File: config.mk
export PLATFORM = sky130hd
export DESIGN_NAME = tick_timer
export DESIGN_NICKNAME = d
export VERILOG_FILES = /design/src/rtl/tick_pkg.sv /design/src/rtl/tick_divider.sv /design/src/rtl/tick_period_calc.sv /design/src/rtl/tick_counter.sv /design/src/rtl/tick_regs.sv /design/src/rtl/tick_timer.sv
export SDC_FILE = /design/constraint.sdc
export NUM_CORES = 1
export LEC_CHECK = 0
export ABC_AREA = 1
export BUFFER_PORTS_ARGS = -buffer_cell sky130_fd_sc_hd__buf_2
export CAP_MARGIN = 20
export CORE_UTILIZATION = 25
export DETAILED_ROUTE_END_ITERATION = 6
export SETUP_SLACK_MARGIN = 0.02
export SYNTH_ARGS = -nofsm -noshare
export SYNTH_HDL_FRONTEND = slang
export SYNTH_SLANG_ARGS = --single-unit
File: constraint.sdc
create_clock -name clk -period 2.3 [get_ports clk]
set_input_delay 0.345 -clock clk [delete_from_list [all_inputs] [get_ports clk]]
set_output_delay 0.345 -clock clk [all_outputs]
set_load 0.05 [all_outputs]
File: src/rtl/tick_pkg.sv
// Package tick_pkg
// Shared constants and types for the interval tick timer.
// Assumes byte addressing with 32-bit word registers.
package tick_pkg;

    // numerator of the tick-rate formula (ticks per second at reload 0)
    localparam int unsigned RATE_NUM = 1000;

    // byte offsets of the two decoded registers
    localparam int unsigned REG_RELOAD_OFS = 32'h228;
    localparam int unsigned REG_COUNT_OFS  = 32'h230;

    // sequencing of the period calculation
    typedef enum logic [1:0] {
        CALC_IDLE,
        CALC_FREQ,
        CALC_CYC
    } calc_state_e;

endpackage

File: src/rtl/tick_divider.sv
// Module tick_divider
// Unsigned restoring divider that produces one quotient bit per cycle.
// A start pulse loads the operands, even while a division is running.
// done pulses for one cycle W cycles after start, and quot is valid from then on.
// A zero divisor yields an all-ones quotient; callers must not rely on it.
module tick_divider #(
    parameter int W = 16
) (
    input  logic         clk,
    input  logic         rst_n,
    input  logic         start,
    input  logic [W-1:0] numer,
    input  logic [W-1:0] denom,
    output logic         done,
    output logic [W-1:0] quot
);

    localparam int SW = $clog2(W + 1);

    logic [W-1:0]  rem_q;
    logic [W-1:0]  quo_q;
    logic [W-1:0]  den_q;
    logic [SW-1:0] steps_q;
    logic          busy_q;
    logic          done_q;

    logic [W:0]    trial;
    logic          fits;
    logic [W-1:0]  diff;

    // one trial subtraction of the shifted partial remainder
    always_comb begin
        trial = {rem_q, quo_q[W-1]};
        fits  = (trial >= {1'b0, den_q});
        diff  = trial[W-1:0] - den_q;
    end

    // operand load and iteration sequencing
    always_ff @(posedge clk) begin
        if (!rst_n) begin
            rem_q   <= '0;
            quo_q   <= '0;
            den_q   <= '0;
            steps_q <= '0;
            busy_q  <= 1'b0;
            done_q  <= 1'b0;
        end else begin
            done_q <= 1'b0;
            if (start) begin
                busy_q  <= 1'b1;
                steps_q <= SW'(W);
                rem_q   <= '0;
                quo_q   <= numer;
                den_q   <= denom;
            end else if (busy_q) begin
                rem_q   <= fits ? diff : trial[W-1:0];
                quo_q   <= {quo_q[W-2:0], fits};
                steps_q <= steps_q - 1'b1;
                if (steps_q == SW'(1)) begin
                    busy_q <= 1'b0;
                    done_q <= 1'b1;
                end
            end
        end
    end

    assign done = done_q;
    assign quot = quo_q;

endmodule

File: src/rtl/tick_period_calc.sv
// Module tick_period_calc
// Turns a reload value into a period in cycles, using two passes of one shared divider:
// rate = RATE_NUM/(reload+1), then period = CLK_HZ/rate.
// A reload of RATE_NUM or more would give a zero rate, so it selects the
// longest period instead. The result is clamped to [1, 2^CNT_W-1].
// Assumes CLK_HZ fits in DIV_W bits and DIV_W <= DATA_W.
module tick_period_calc
    import tick_pkg::*;
#(
    parameter longint CLK_HZ = 50000,
    parameter int     CNT_W  = 16,
    parameter int     DATA_W = 32,
    parameter int     DIV_W  = 16
) (
    input  logic              clk,
    input  logic              rst_n,
    input  logic              load,
    input  logic [DATA_W-1:0] load_val,
    output logic              busy,
    output logic [CNT_W-1:0]  period
);

    localparam longint P_MAX_I  = (64'd1 << CNT_W) - 1;
    localparam longint P0_RAW   = CLK_HZ / RATE_NUM;
    localparam longint P0_I     = (P0_RAW == 0) ? 1 :
                                  ((P0_RAW > P_MAX_I) ? P_MAX_I : P0_RAW);
    localparam logic [CNT_W-1:0] P_MAX  = {CNT_W{1'b1}};
    localparam logic [CNT_W-1:0] P_INIT = CNT_W'(P0_I);

    calc_state_e      state_q;
    logic             over_q;
    logic [CNT_W-1:0] period_q;

    logic             load_over;
    logic             div_start;
    logic [DIV_W-1:0] div_numer;
    logic [DIV_W-1:0] div_denom;
    logic             div_done;
    logic [DIV_W-1:0] div_quot;
    logic [63:0]      quot_ext;
    logic [CNT_W-1:0] period_nxt;

    // zero-rate detection on the written value
    assign load_over = (load_val >= DATA_W'(RATE_NUM));

    // operand selection for the shared divider
    always_comb begin
        div_start = load | ((state_q == CALC_FREQ) & div_done);
        div_numer = load ? DIV_W'(RATE_NUM) : DIV_W'(CLK_HZ);
        if (load)
            div_denom = load_val[DIV_W-1:0] + 1'b1;
        else if (over_q)
            div_denom = DIV_W'(1);
        else
            div_denom = div_quot;
    end

    tick_divider #(
        .W (DIV_W)
    ) u_div (
        .clk   (clk),
        .rst_n (rst_n),
        .start (div_start),
        .numer (div_numer),
        .denom (div_denom),
        .done  (div_done),
        .quot  (div_quot)
    );

    // clamp of the second quotient into the counter range
    always_comb begin
        quot_ext = 64'(div_quot);
        if (over_q || (quot_ext > 64'(P_MAX_I)))
            period_nxt = P_MAX;
        else if (div_quot == '0)
            period_nxt = CNT_W'(1);
        else
            period_nxt = CNT_W'(div_quot);
    end

    // calculation sequencing and period register update
    always_ff @(posedge clk) begin
        if (!rst_n) begin
            state_q  <= CALC_IDLE;
            over_q   <= 1'b0;
            period_q <= P_INIT;
        end else if (load) begin
            state_q <= CALC_FREQ;
            over_q  <= load_over;
        end else begin
            case (state_q)
                CALC_FREQ: if (div_done) state_q <= CALC_CYC;
                CALC_CYC: begin
                    if (div_done) begin
                        period_q <= period_nxt;
                        state_q  <= CALC_IDLE;
                    end
                end
                default: state_q <= CALC_IDLE;
            endcase
        end
    end

    assign busy   = (state_q != CALC_IDLE);
    assign period = period_q;

endmodule

File: src/rtl/tick_counter.sv
// Module tick_counter
// Counts cycles from 0 to period-1 and flags an expiry on the last one.
// It wraps straight back to 0 so that periods follow one another with no gap.
// hold forces the count to 0 and suppresses expiry. Assumes period >= 1.
module tick_counter #(
    parameter int CNT_W = 16
) (
    input  logic             clk,
    input  logic             rst_n,
    input  logic             hold,
    input  logic [CNT_W-1:0] period,
    output logic             expire,
    output logic [CNT_W-1:0] count
);

    logic [CNT_W-1:0] cnt_q;

    // expiry on the final cycle of a period
    assign expire = !hold && (cnt_q == period - 1'b1);

    // cycle count with restart and wrap
    always_ff @(posedge clk) begin
        if (!rst_n)
            cnt_q <= '0;
        else if (hold || expire)
            cnt_q <= '0;
        else
            cnt_q <= cnt_q + 1'b1;
    end

    assign count = cnt_q;

endmodule

File: src/rtl/tick_regs.sv
// Module tick_regs
// Register decode, the reload register and the interrupt flag.
// Decoding works on words: address bits [1:0] are ignored.
// Read data is combinational. Only the reload location returns data.
// Assumes that reads and writes are single-cycle strobes.
module tick_regs
    import tick_pkg::*;
#(
    parameter int ADDR_W = 14,
    parameter int DATA_W = 32
) (
    input  logic              clk,
    input  logic              rst_n,
    input  logic [ADDR_W-1:0] addr,
    input  logic              wr_en,
    input  logic [DATA_W-1:0] wdata,
    input  logic              rd_en,
    output logic [DATA_W-1:0] rdata,
    input  logic              expire,
    output logic              reload_wr,
    output logic              count_ack,
    output logic              irq
);

    localparam logic [ADDR_W-1:0] LOW_MASK = ADDR_W'(3);
    localparam logic [ADDR_W-1:0] RELOAD_A = ADDR_W'(REG_RELOAD_OFS) | LOW_MASK;
    localparam logic [ADDR_W-1:0] COUNT_A  = ADDR_W'(REG_COUNT_OFS) | LOW_MASK;

    logic              hit_reload;
    logic              hit_count;
    logic [DATA_W-1:0] reload_q;
    logic              irq_q;

    // word decode of the two locations
    assign hit_reload = ((addr | LOW_MASK) == RELOAD_A);
    assign hit_count  = ((addr | LOW_MASK) == COUNT_A);
    assign reload_wr  = wr_en & hit_reload;
    assign count_ack  = rd_en & hit_count;

    // read path: only the reload value is visible
    assign rdata = (rd_en && hit_reload) ? reload_q : '0;

    // reload storage
    always_ff @(posedge clk) begin
        if (!rst_n)
            reload_q <= '0;
        else if (reload_wr)
            reload_q <= wdata;
    end

    // interrupt flag: an expiry outranks both clearing causes
    always_ff @(posedge clk) begin
        if (!rst_n)
            irq_q <= 1'b0;
        else if (expire)
            irq_q <= 1'b1;
        else if (reload_wr || count_ack)
            irq_q <= 1'b0;
    end

    assign irq = irq_q;

endmodule

File: src/rtl/tick_timer.sv
// Module tick_timer (top)
// Periodic interrupt source whose rate software sets through a reload register.
// Each reload write starts a period calculation, and the counter stays at zero
// until that calculation ends. Assumes CLK_HZ < 2^DATA_W and CNT_W <= 62.
module tick_timer
    import tick_pkg::*;
#(
    parameter longint CLK_HZ = 50000,
    parameter int     CNT_W  = 16,
    parameter int     ADDR_W = 14,
    parameter int     DATA_W = 32
) (
    input  logic              clk,
    input  logic              rst_n,
    input  logic [ADDR_W-1:0] bus_addr,
    input  logic              bus_wr,
    input  logic [DATA_W-1:0] bus_wdata,
    input  logic              bus_rd,
    output logic [DATA_W-1:0] bus_rdata,
    output logic              tick_irq
);

    localparam int HZ_BITS = $clog2(CLK_HZ + 1);
    localparam int DIV_W   = (HZ_BITS > 10) ? HZ_BITS : 10;

    logic             reload_wr;
    logic             count_ack;
    logic             calc_busy;
    logic             cnt_hold;
    logic             expire;
    logic [CNT_W-1:0] period;
    logic [CNT_W-1:0] cnt_val;

    // the counter restarts on a write and waits for the new period
    assign cnt_hold = reload_wr | calc_busy;

    tick_regs #(
        .ADDR_W (ADDR_W),
        .DATA_W (DATA_W)
    ) u_regs (
        .clk       (clk),
        .rst_n     (rst_n),
        .addr      (bus_addr),
        .wr_en     (bus_wr),
        .wdata     (bus_wdata),
        .rd_en     (bus_rd),
        .rdata     (bus_rdata),
        .expire    (expire),
        .reload_wr (reload_wr),
        .count_ack (count_ack),
        .irq       (tick_irq)
    );

    tick_period_calc #(
        .CLK_HZ (CLK_HZ),
        .CNT_W  (CNT_W),
        .DATA_W (DATA_W),
        .DIV_W  (DIV_W)
    ) u_calc (
        .clk      (clk),
        .rst_n    (rst_n),
        .load     (reload_wr),
        .load_val (bus_wdata),
        .busy     (calc_busy),
        .period   (period)
    );

    tick_counter #(
        .CNT_W (CNT_W)
    ) u_cnt (
        .clk    (clk),
        .rst_n  (rst_n),
        .hold   (cnt_hold),
        .period (period),
        .expire (expire),
        .count  (cnt_val)
    );

endmodule

## Yosys cells after proc, flatten, opt, wreduce, memory -nomap -nowiden

Index checks and enable logic that the tools add are counted.

| word-level totals | value |
|---|---|
| flip-flop bits (word level) | 123 |
| input bits | 50 |
| output and inout bits | 33 |
| logic and storage cells | 76 |

| cells by class | value |
|---|---|
| add/sub/neg operators | 5 |
| $lt $le $gt $ge | 2 |
| eq/ne operators | 10 |
| muxes and demuxes | 21 |
| bitwise gates (word level) | 8 |
| reduce and logical (&&, ||, !) cells | 16 |

Operators with widths:

| cell | number |
|---|---|
| 16-bit 2-to-1 mux | 8 |
| 16-bit by 1-bit adder with 16-bit output, second input constant | 2 |
| 32-bit by 10-bit >= comparator with 1-bit output, second input constant | 1 |
| 32-bit 2-to-1 mux | 1 |
| 12-bit by 8-bit equality test with 1-bit output, second input constant | 2 |
| 17-bit by 16-bit >= comparator with 1-bit output | 1 |
| 16-bit equality test | 1 |
| 16-bit zero test | 1 |
| 16-bit by 1-bit subtractor with 16-bit output, second input constant | 1 |
| 16-bit subtractor | 1 |
| 5-bit 2-to-1 mux | 2 |
| 1-bit 2-to-1 mux | 7 |
| 3-bit != test, second input constant | 2 |
| 2-bit nonzero test | 3 |
| 2-bit OR reduction | 3 |
| 5-bit by 1-bit equality test with 1-bit output, second input constant | 1 |
| 5-bit by 1-bit subtractor with 5-bit output, second input constant | 1 |
| 2-bit 2-to-1 mux | 2 |
| 2-bit != test, second input constant | 2 |
| 2-bit one-hot mux with 2 select lines | 1 |
| 2-bit AND reduction | 2 |
| 1-bit AND | 3 |
| 1-bit inverter | 3 |
| 3-bit AND reduction | 1 |
| 7 further kinds | 10 |

## Longest topological paths before layout

| depth | value |
|---|---|
| depth after elaboration | 7 |
| depth in mapped cells | 15 |

## Modules after synthesis

A second synthesis with hierarchy kept.

| unflattened totals | value |
|---|---|
| cell total of the unflattened synthesis | 1228 |
| area, all modules | 7803.7 µm² |

Modules (own cells, without submodules):

| module | times used | cells an instance | area an instance (µm²) | seq. area each (µm²) |
|---|---|---|---|---|
| tick_divider | 1 | 493 | 3425.8 | 1101.1 |
| tick_regs | 1 | 260 | 1555.2 | 660.6 |
| tick_counter | 1 | 238 | 1433.9 | 320.3 |
| tick_period_calc | 1 | 234 | 1377.6 | 380.4 |
| tick_timer | 1 | 3 | 11.3 | 0.0 |

## Worst setup path before layout

Ideal clock, no wire load.

| timing path | value |
|---|---|
| path type | input to output |
| from | in bus_addr[8] |
| to | out bus_rdata[10] |
| data arrival time | 1.726 ns |
| data required time | 1.955 ns |
| setup slack | 0.229 ns |
| stages | 6 |
| path buffers | 1 |
| cells stage by stage | inv_1 -> nand4_1 -> nor2_2 -> nand3_1 -> clkbuf_1 -> nor2_1 |

| between the ends | value |
|---|---|
| cells in the longest elaborated chain, start to end | 3 |

Ends and longest elaborated chain:

| what | line | RTL |
|---|---|---|
| start: declaration | tick_timer.sv:15 | `input logic [ADDR_W-1:0] bus_addr,` |
| 12-bit by 8-bit equality test with 1-bit output | tick_regs.sv:35 | `assign hit_reload = ((addr \| LOW_MASK) == RELOAD_A);` |
| 1-bit logical AND | tick_regs.sv:41 | `assign rdata = (rd_en && hit_reload) ? reload_q : '0;` |
| 32-bit 2-to-1 mux | tick_regs.sv:41 |  |
| end: declaration | tick_timer.sv:19 | `output logic [DATA_W-1:0] bus_rdata,` |

No other way between the ends.

## Final worst setup path

| timing path | value |
|---|---|
| from | reg u_calc.u_div.den_q[12] |
| to | reg u_calc.u_div.rem_q[11] |

| between the ends | value |
|---|---|
| cells in the longest elaborated chain, start to end | 2 |

Ends and longest elaborated chain:

| what | line | RTL |
|---|---|---|
| start: declaration | tick_divider.sv:22 | `logic [W-1:0] den_q;` |
| start signal: assignment | tick_divider.sv:54 | `den_q <= denom;` |
| 17-bit by 16-bit >= comparator with 1-bit output | tick_divider.sv:34 | `fits = (trial >= {1'b0, den_q});` |
| 16-bit 2-to-1 mux | tick_divider.sv:56 | `rem_q <= fits ? diff : trial[W-1:0];` |
| end signal: assignment | tick_divider.sv:56 |  |
| end: declaration | tick_divider.sv:20 | `logic [W-1:0] rem_q;` |

No other way between the ends.
A chain may end at the register's enable or synchronous reset.

==> flow_summary.json <==
{
  "die-area_mm2": 0.0305,
  "fin_crit_ns": 2.03,
  "core-area_mm2": 0.0290,
  "setup_viol": 0,
  "outcome": "complete, no violations",
  "syn_inst": 1139,
  "grt_pass1_vias": 6805,
  "place_area_mm2": 0.00834,
  "clk_pin_slew_worst_paths_ns": 0.07,
  "synth_top_cell_by_area": "dfxtp_1",
  "clock_skew_ns": 0.0120,
  "routedWlPerCell_um": 11.9,
  "final.setup.worst_slack_ns": 0.266,
  "start_kind": "flip-flop",
  "rows": 62,
  "hpwl_um": 14900,
  "yosys_most_used_dff": "dfxtp_1",
  "rsz0062_at_grt": "no",
  "synth_edf_count": 0,
  "worstPathArrival_ns": 2.35,
  "p_leak_nw": 4.06,
  "clkLatencyLatePin_ns": 0.43,
  "slew_headroom_pct": 59.9,
  "die_w_um": 175,
  "cap_violations": 0,
  "power.density_mw_per_mm2": 545,
  "diodes": 0,
  "layout_common_cells": "nand2_1, inv_1, dfxtp_1",
  "synth-async-reset-ratio_pct": 0,
  "final_util_pct": 30.7,
  "r2r_slack_ns": 0.27,
  "drtPass1Iterations": 5,
  "placed_cells": 1590,
  "drive_gt1_share_pct": 15.1,
  "fmax_mhz": 492,
  "setup_tns_ns": 0,
  "netlist_area_mm2": 0.00744,
  "ys_top_cells_by_area": "dfxtp_1, nand2_1, inv_1, nand3_1, nor2_1",
  "stdcell_count": 1622,
  "cts_tree": "done",
  "nNetsFinal": 1298,
  "min_path_type": "input port to flip-flop",
  "grt_usage_pct": 13.3,
  "cts_max_path_buffers": 2,
  "design_area_mm2": 0.00890,
  "worstPathMaxFanout": 6,
  "antenna_found_initial": 0,
  "endpoint_kind": "flip-flop",
  "cts_resized": 0,
  "cts_sinks": 123,
  "vias": 7210,
  "first_iter_violations": 408,
  "grt_max_degree": 53,
  "avgSynthCellArea_um2": 6.53,
  "peakVddDrop_mv": 0.354,
  "pin_count": 83,
  "yosysWarnings": 0,
  "ys_seq_area_share_pct": 33.1,
  "start_util_pct": 25.7,
  "synthesis.nets": 1212,
  "final_common_cell": "nand2_1",
  "criticalPathCategory": "flip-flop to flip-flop",
  "die_height_um": 175,
  "gp_congestion": 0.862,
  "numCtsBuffers": 17,
  "postCtsSetupRepairBufs": 0,
  "hold_viol": 0,
  "overflow": 0,
  "post-place-ws_ns": 0.237,
  "fin_hold_ws_ns": 0.209,
  "io_buffers": 80,
  "drv_slew": 0,
  "root_buffer": "clkbuf_16",
  "synth-seq-cells": 123,
  "synth_top_area_share_pct": 33.1,
  "wl_um": 19400,
  "total_power_mw": 4.86,
  "htreeDepth": 4,
  "cts_hold_buffers": 0,
  "yosysUniqueCellTypes": 45,
  "timing.final.crit_share_pct": 88.4,
  "antenna_left": 0,
  "worst_pin_slew_ns": 0.598,
  "vias_per_cell": 4.45,
  "grt_pass1_wl_um": 32800,
  "drc": 0,
  "critical_path_required_ns": 2.61,
  "syn2layout_area_growth_pct": 19.6
}
==> worst paths after layout <==
path / from / to / cells after the start
max: u_calc.u_div.den_q[12] / u_calc.u_div.rem_q[11] / 11
min: bus_wdata[24] / u_regs.reload_q[24] / 3
max reg2reg: u_calc.u_div.den_q[12] / u_calc.u_div.rem_q[11] / 11
min reg2reg: u_regs.reload_q[28] / u_regs.reload_q[28] / 2
==> cells by family after synthesis <==
family | count (synthesis) | share of synthesized area [%]
adder cells (fa/ha/maj) | 23 | 3.97
buffers and inverters | 230 | 12.2
AO/OA/AOI/OAI | 174 | 12.7
XOR/XNOR | 36 | 4.24
AND/OR/NAND/NOR | 553 | 33.9
flip-flops | 123 | 33.1
==> where the power goes <==
part	internal (mW)	switching, mW	leakage, nW
clock	1.46	1.08	0.265
sequential	2.14	0.00616	0.991
combinational	0.0664	0.111	2.80
==> layer usage <==
layer | share of wire [%] | global-route usage [%]
met1 | 49 | 17.3
met2 | 46 | 21.4
met3 | 3.8 | 3.02
met4 | 1.7 | 4.89
met5 | 0 | 0
==> final cells by class <==
class / count / area, µm²
Sequential cell: 123 / 2460
Clock buffer: 19 / 453
Multi-Input combinational cell: 786 / 4080
Timing Repair Buffer: 104 / 593
Clock inverter: 13 / 111
Inverter: 193 / 724
Fill cell: 3192 / 20100
Tap cell: 384 / 480
==> critical path, cell delays in order (launching register included) <==
cell and delay [ns]:
dfxtp_1 0.33, inv_1 0.09, ha_1 0.36, nand2_1 0.13
nor2_1 0.23, and2_1 0.17, nand2_2 0.11, nand2_4 0.11
buf_4 0.15, nand3_1 0.10, nand3_1 0.08, a21oi_1 0.06
==> cell usage after synthesis (2+ instances only) <==
master / count
clkinv_1: 3
and2_1: 2
nor2_4: 2
dfxtp_1: 123
ha_1: 22
nand4_1: 15
nand3_2: 5
nand3b_1: 9
or2_2: 2
nor2_2: 20
clkbuf_1: 21
nor4_1: 10
nor2_1: 108
buf_2: 12
xor2_1: 22
nand3_1: 89
o21ai_0: 62
a211oi_1: 6
nand2_4: 4
o211ai_1: 5
nand2_2: 7
a31oi_1: 10
nand2_1: 257
o21bai_1: 6
inv_2: 3
buf_6: 2
nor3_1: 16
o22ai_1: 3
xnor2_1: 14
a21oi_1: 78
inv_1: 187
==> state kept, by name, summed over array words and instances, names as in the netlist <==
name	cells
u_regs.reload_q	32
u_calc.period	16
u_calc.u_div.den_q	16
u_calc.u_div.quot	16
u_calc.u_div.rem_q	16
u_cnt.count	16
u_calc.u_div.steps_q	5
u_calc.state_q	2
u_calc.over_q	1
u_calc.u_div.busy_q	1
u_calc.u_div.done	1
u_regs.irq	1
Power figures use the tool's default switching activity.
